<file path="src/rtl/uart_brk_pkg.sv">
package uart_brk_pkg;
  typedef struct packed {
    logic writeHold;
    logic loadData;
    logic loadBreak;
    logic shift;
  } txStrobes_t;
endpackage

</file>
<file path="src/rtl/uart_brk_dp.sv">
module uart_brk_dp
  import uart_brk_pkg::*;
#(
  parameter int DATA_BITS = 8
) (
  input  logic                 clk,
  input  logic                 rstN,
  input  txStrobes_t           strb,
  input  logic [DATA_BITS-1:0] wrData,
  output logic                 txLine
);
  localparam int FRAME_BITS = DATA_BITS + 2;

  logic [DATA_BITS-1:0]  holdReg;
  logic [FRAME_BITS-1:0] shiftReg;

  always_ff @(posedge clk) begin
    if (!rstN) begin
      holdReg  <= '0;
      shiftReg <= '1;
    end else begin
      if (strb.writeHold) holdReg <= wrData;
      if (strb.loadBreak)
        shiftReg <= '0;
      else if (strb.loadData)
        shiftReg <= {1'b1, holdReg, 1'b0};
      else if (strb.shift)
        shiftReg <= {1'b1, shiftReg[FRAME_BITS-1:1]};
    end
  end

  assign txLine = shiftReg[0];

  AST_BREAK_STARTS_LOW: assert property (@(posedge clk) disable iff (!rstN)
    strb.loadBreak |=> !txLine);
  AST_DATA_START_LOW: assert property (@(posedge clk) disable iff (!rstN)
    strb.loadData |=> !txLine);
endmodule

</file>
<file path="src/rtl/uart_brk_ctrl.sv">
module uart_brk_ctrl
  import uart_brk_pkg::*;
#(
  parameter int FRAME_BITS = 10
) (
  input  logic       clk,
  input  logic       rstN,
  input  logic       baudTick,
  input  logic       wrStrobe,
  input  logic       sendBreak,
  output txStrobes_t strb,
  output logic       dataEmpty,
  output logic       txComplete
);
  localparam int CNT_W = $clog2(FRAME_BITS);
  localparam logic [CNT_W-1:0] LAST_BIT = CNT_W'(FRAME_BITS - 1);

  logic             busy;
  logic [CNT_W-1:0] bitCnt;
  logic             brkPend;
  logic             sbkQ;
  logic             frameEnd;
  logic             boundary;
  logic             wantBreak;

  always_comb begin
    frameEnd       = busy && (bitCnt == LAST_BIT);
    boundary       = baudTick && (!busy || frameEnd);
    wantBreak      = brkPend || sendBreak;
    strb.writeHold = wrStrobe;
    strb.loadBreak = boundary && wantBreak;
    strb.loadData  = boundary && !wantBreak && !dataEmpty;
    strb.shift     = baudTick && !strb.loadBreak && !strb.loadData;
  end

  always_ff @(posedge clk) begin
    if (!rstN) begin
      busy      <= 1'b0;
      bitCnt    <= '0;
      brkPend   <= 1'b0;
      sbkQ      <= 1'b0;
      dataEmpty <= 1'b1;
    end else begin
      sbkQ <= sendBreak;
      if (strb.loadBreak)             brkPend <= 1'b0;
      else if (sendBreak && !sbkQ)    brkPend <= 1'b1;
      if (wrStrobe)                   dataEmpty <= 1'b0;
      else if (strb.loadData)         dataEmpty <= 1'b1;
      if (baudTick) begin
        if (strb.loadData || strb.loadBreak) begin
          busy   <= 1'b1;
          bitCnt <= '0;
        end else if (frameEnd) begin
          busy   <= 1'b0;
        end else if (busy) begin
          bitCnt <= bitCnt + 1'b1;
        end
      end
    end
  end

  assign txComplete = !busy && dataEmpty && !brkPend;

  AST_WRITE_FILLS: assert property (@(posedge clk) disable iff (!rstN)
    wrStrobe |=> !dataEmpty);
  AST_TRANSFER_EMPTIES: assert property (@(posedge clk) disable iff (!rstN)
    (strb.loadData && !wrStrobe) |=> dataEmpty);
  AST_NO_MIDFRAME_LOAD: assert property (@(posedge clk) disable iff (!rstN)
    (busy && !frameEnd) |-> !(strb.loadData || strb.loadBreak));
  AST_BREAK_PRIORITY: assert property (@(posedge clk) disable iff (!rstN)
    (boundary && sendBreak) |-> !strb.loadData);
endmodule

</file>
<file path="src/rtl/uart_brk_tx.sv">
module uart_brk_tx
  import uart_brk_pkg::*;
#(
  parameter int DATA_BITS = 8
) (
  input  logic                 clk,
  input  logic                 rstN,
  input  logic                 baudTick,
  input  logic                 wrStrobe,
  input  logic [DATA_BITS-1:0] wrData,
  input  logic                 sendBreak,
  output logic                 txLine,
  output logic                 dataEmpty,
  output logic                 txComplete
);
  localparam int FRAME_BITS = DATA_BITS + 2;

  txStrobes_t strb;

  uart_brk_ctrl #(.FRAME_BITS(FRAME_BITS)) uCtrl (
    .clk(clk), .rstN(rstN), .baudTick(baudTick), .wrStrobe(wrStrobe),
    .sendBreak(sendBreak), .strb(strb), .dataEmpty(dataEmpty),
    .txComplete(txComplete)
  );

  uart_brk_dp #(.DATA_BITS(DATA_BITS)) uDp (
    .clk(clk), .rstN(rstN), .strb(strb), .wrData(wrData), .txLine(txLine)
  );

  AST_IDLE_LINE_HIGH: assert property (@(posedge clk) disable iff (!rstN)
    txComplete |-> txLine);
endmodule

</file>
<file path="config.mk">
export PLATFORM = sky130hd
export DESIGN_NAME = uart_brk_tx
export DESIGN_NICKNAME = d
export VERILOG_FILES = /design/src/rtl/uart_brk_pkg.sv /design/src/rtl/uart_brk_dp.sv /design/src/rtl/uart_brk_ctrl.sv /design/src/rtl/uart_brk_tx.sv
export SDC_FILE = /design/constraint.sdc
export NUM_CORES = 1
export LEC_CHECK = 0
export ABC_AREA = 1
export CAP_MARGIN = 15
export CORE_ASPECT_RATIO = 1.4
export CORE_MARGIN = 3
export CORE_UTILIZATION = 40
export CTS_BUF_LIST = sky130_fd_sc_hd__clkbuf_4
export CTS_CLUSTER_DIAMETER = 150
export DETAILED_ROUTE_END_ITERATION = 12
export PLACE_DENSITY = 0.72
export SYNTH_ARGS = -nofsm -noshare
export SYNTH_HDL_FRONTEND = slang
export SYNTH_SLANG_ARGS = --single-unit
</file>
<file path="constraint.sdc">
create_clock -name clk -period 4.53 [get_ports clk]
set_clock_uncertainty 0.15 [all_clocks]
set_input_delay 0.906 -clock clk [delete_from_list [all_inputs] [get_ports clk]]
set_output_delay 0.906 -clock clk [all_outputs]
set_load 0.03 [all_outputs]
</file>
==> impl_metrics.json <==
{
  "status": "complete, no violations",
  "synthToLayoutAreaGrowth_pct": 17.51,
  "worst_slew_pin_slew_ns": 0.5552,
  "hold_viol": 0,
  "hold_ws_ns": 0.3214,
  "rsz0062_at_grt": "false",
  "yosysMostFrequentCell": "nand2_1",
  "p_clk_share_pct": 32.1,
  "power.switching_w": 0.0001276,
  "vias": 1025,
  "worstHoldPathType": "reg2reg",
  "period_share_pct": 65.36,
  "yosys_warnings": 0,
  "reg2reg_to": "uDp.shiftReg[8]",
  "synth_top_flop_cell": "dfxtp_1",
  "start_util_pct": 42.22,
  "synth_area_um2": 1215,
  "crit_path_end_kind": "output port",
  "grt_pass1_wl_um": 3967,
  "fin_cells": 211,
  "switching_share_pct": 25.63,
  "postCtsSetupRepairBufs": 0,
  "yosys.area.top_type": "dfxtp_1",
  "p_per_area_nw_per_um2": 348.6,
  "gr-total-overflow": 0,
  "dp.final_hpwl_um": 1686,
  "grt_usage_pct": 13.41,
  "dr.pass1.iters": 4,
  "rows": 23,
  "maxCapViolCount": 0,
  "cts.path.max_buffers": 2,
  "required_ns": 3.47,
  "synth_top_area_share_pct": 42.84,
  "layout.nets": 190,
  "r2r_cells": 9,
  "grt_max_degree": 19,
  "cts-root-buf": "clkbuf_4",
  "diodes": 0,
  "routabilityCongestion": 0.7756,
  "grt_antenna_before_repair": 0,
  "place_inst": 207,
  "slew_headroom_pct": 62.87,
  "reg2reg_from": "uCtrl.bitCnt[0]",
  "reg2reg_slack_ns": 2.82,
  "syn_inst": 161,
  "cts_tree": "yes",
  "drtAntennaViolNets": 0,
  "finalSetupTns_ns": 0,
  "synth_seq_area_share_pct": 42.84,
  "io_pins": 16,
  "period_needed_ns": 2.961,
  "chipHeight_um": 71.21,
  "via_per_inst": 4.858,
  "hold-path-cell-count": 2,
  "synthArstFlopShare_pct": 0,
  "synth_edf_count": 0,
  "crit_path_max_fanout": 11,
  "power_leakage_nw": 0.6514,
  "fmax_mhz": 337.8,
  "htreeDepth": 1,
  "synth_nets": 176,
  "clock_sinks": 26,
  "drc_errors": 0,
  "startpoint_type": "register",
  "pwr-share-seq_pct": 51.4,
  "power_w": 0.0004977,
  "cts.clk_slew.worst_paths_ns": 0.14,
  "synthTopCellsByArea": "dfxtp_1, nand2_1, a21oi_1, inv_1, nand3_1",
  "avgSynthCellArea_um2": 7.546,
  "drt_iter0_markers": 19,
  "cts_buffers": 3,
  "cts_resized": 0,
  "arrival_ns": 1.90,
  "insertion_delay_ns": 0.32,
  "vdd_ir_drop_max_v": 0.0002047,
  "portBuffers": 15,
  "drive_above_1_share_pct": 9.195,
  "grt_pass1_vias": 980,
  "worstSetupPathType": "reg2out",
  "power_frac_comb_pct": 16.6,
  "slew_violations": 0,
  "wirelength_um": 2247,
  "die-area_um2": 3744,
  "die_w_um": 52.58,
  "min_to": "uDp.holdReg[6]",
  "synth_cell_type_count": 25,
  "ys_top_cells_by_count": "nand2_1, dfxtp_1, inv_1",
  "ctsHoldBuffers": 0,
  "wl_per_cell_um": 10.65,
  "holdCritStartpoint": "uDp.holdReg[6]",
  "intPower_w": 0.0003701,
  "setup_viol": 0,
  "synth-seq-cells": 26,
  "core-area_um2": 2878
}
[cell type report]
type,instances,area [µm²]
well taps,37,46.29
clock buffers,3,22.52
fillers,300,1450
multi-input cells,104,564.3
clock inverters,1,30.03
repair buffers,15,150.1
flip-flops and latches,26,520.5
inverters,25,93.84
[state kept, by name, summed over array words and instances, names as in the netlist]
signal           cells
uDp.shiftReg        10
uCtrl.brkPend        1
uCtrl.bitCnt         4
uCtrl.dataEmpty      1
uDp.holdReg          8
uCtrl.sbkQ           1
uCtrl.busy           1
[layout by cell type, fill, tap and decap left out]
| cell type | netlist | routed |
|---|---|---|
| o21ai_0 | 11 | 11 |
| nand2_2 | 1 | 1 |
| xor2_1 | 1 | 1 |
| inv_1 | 21 | 21 |
| clkinv_1 | 1 | 1 |
| a21oi_1 | 16 | 16 |
| nor3_1 | 2 | 2 |
| nand2_4 | 2 | 2 |
| nor2_4 | 3 | 3 |
| clkdlybuf4s50_1 | 0 | 15 |
| o211ai_2 | 1 | 1 |
| inv_2 | 3 | 3 |
| dfxtp_1 | 26 | 26 |
| ha_1 | 2 | 2 |
| a31oi_4 | 1 | 1 |
| nand3b_1 | 4 | 4 |
| nand3_2 | 1 | 1 |
| o2111a_1 | 1 | 1 |
| nor2_1 | 13 | 13 |
| bufinv_16 | 0 | 1 |
| nand2_1 | 31 | 31 |
| o211ai_1 | 1 | 1 |
| nand3_1 | 13 | 13 |
| clkbuf_4 | 0 | 3 |
[per-stage QoR]
stage	util, %	area, µm²	worst slack [ns]
2_1_floorplan	-	1215	1.951
3_3_place_gp	47.78	1375	1.923
3_5_place_dp	47.78	1375	1.828
4_1_cts	49.61	1428	1.546
5_1_grt	49.61	1428	1.484
6_report	49.61	1428	1.569
[worst max path at each step]
stage | slack [ns] | endpoint | start | cells after the start
2_1_floorplan | 1.95 | txComplete | uCtrl.dataEmpty | 3
3_3_place_gp | 1.92 | uDp.shiftReg[2] | rstN | 4
3_5_place_dp | 1.83 | uDp.shiftReg[3] | rstN | 4
4_1_cts | 1.55 | txComplete | uCtrl.dataEmpty | 3
5_1_grt | 1.48 | txComplete | uCtrl.dataEmpty | 3
6_report | 1.57 | txComplete | uCtrl.dataEmpty | 3
[cells by family after synthesis]
kind of cell / share of synthesized area, %
simple gates: 28.22
compound gates: 15.45
buf+inv: 10.71
flops: 42.84
fa+ha+maj: 2.059
xor+xnor: 0.7210
[per-layer routing]
| layer | global-route usage [%] | vias to the layer above | wire (µm) |
|---|---|---|---|
| met5 | 0 | - | 0 |
| met2 | 23.62 | 20 | 1115 |
| li1 | - | 540 | - |
| met3 | 1.247 | 5 | 68 |
| met1 | 15.74 | 460 | 1018 |
| met4 | 6.534 | 0 | 45 |
[critical path, cell delays in order, from the launching register on]
cell	delay (ns)
dfxtp_1	0.47
inv_1	0.23
nor3_1	0.18
clkdlybuf4s50_1	0.70
[power groups by stage]
| stage | Combinational, W | Sequential [W] | Clock, W |
|---|---|---|---|
| 6_report | 0.0000824 | 0.000256 | 0.000160 |
| 4_1_cts | 0.0000831 | 0.000256 | 0.000161 |
| 2_1_floorplan | 0.0000567 | 0.000261 | 0 |
| 3_3_place_gp | 0.0000798 | 0.000260 | 0 |
| 5_1_grt | 0.0000935 | 0.000258 | 0.000171 |
| 3_5_place_dp | 0.0000825 | 0.000261 | 0 |
No activity file was read; power rests on OpenSTA's default activity.
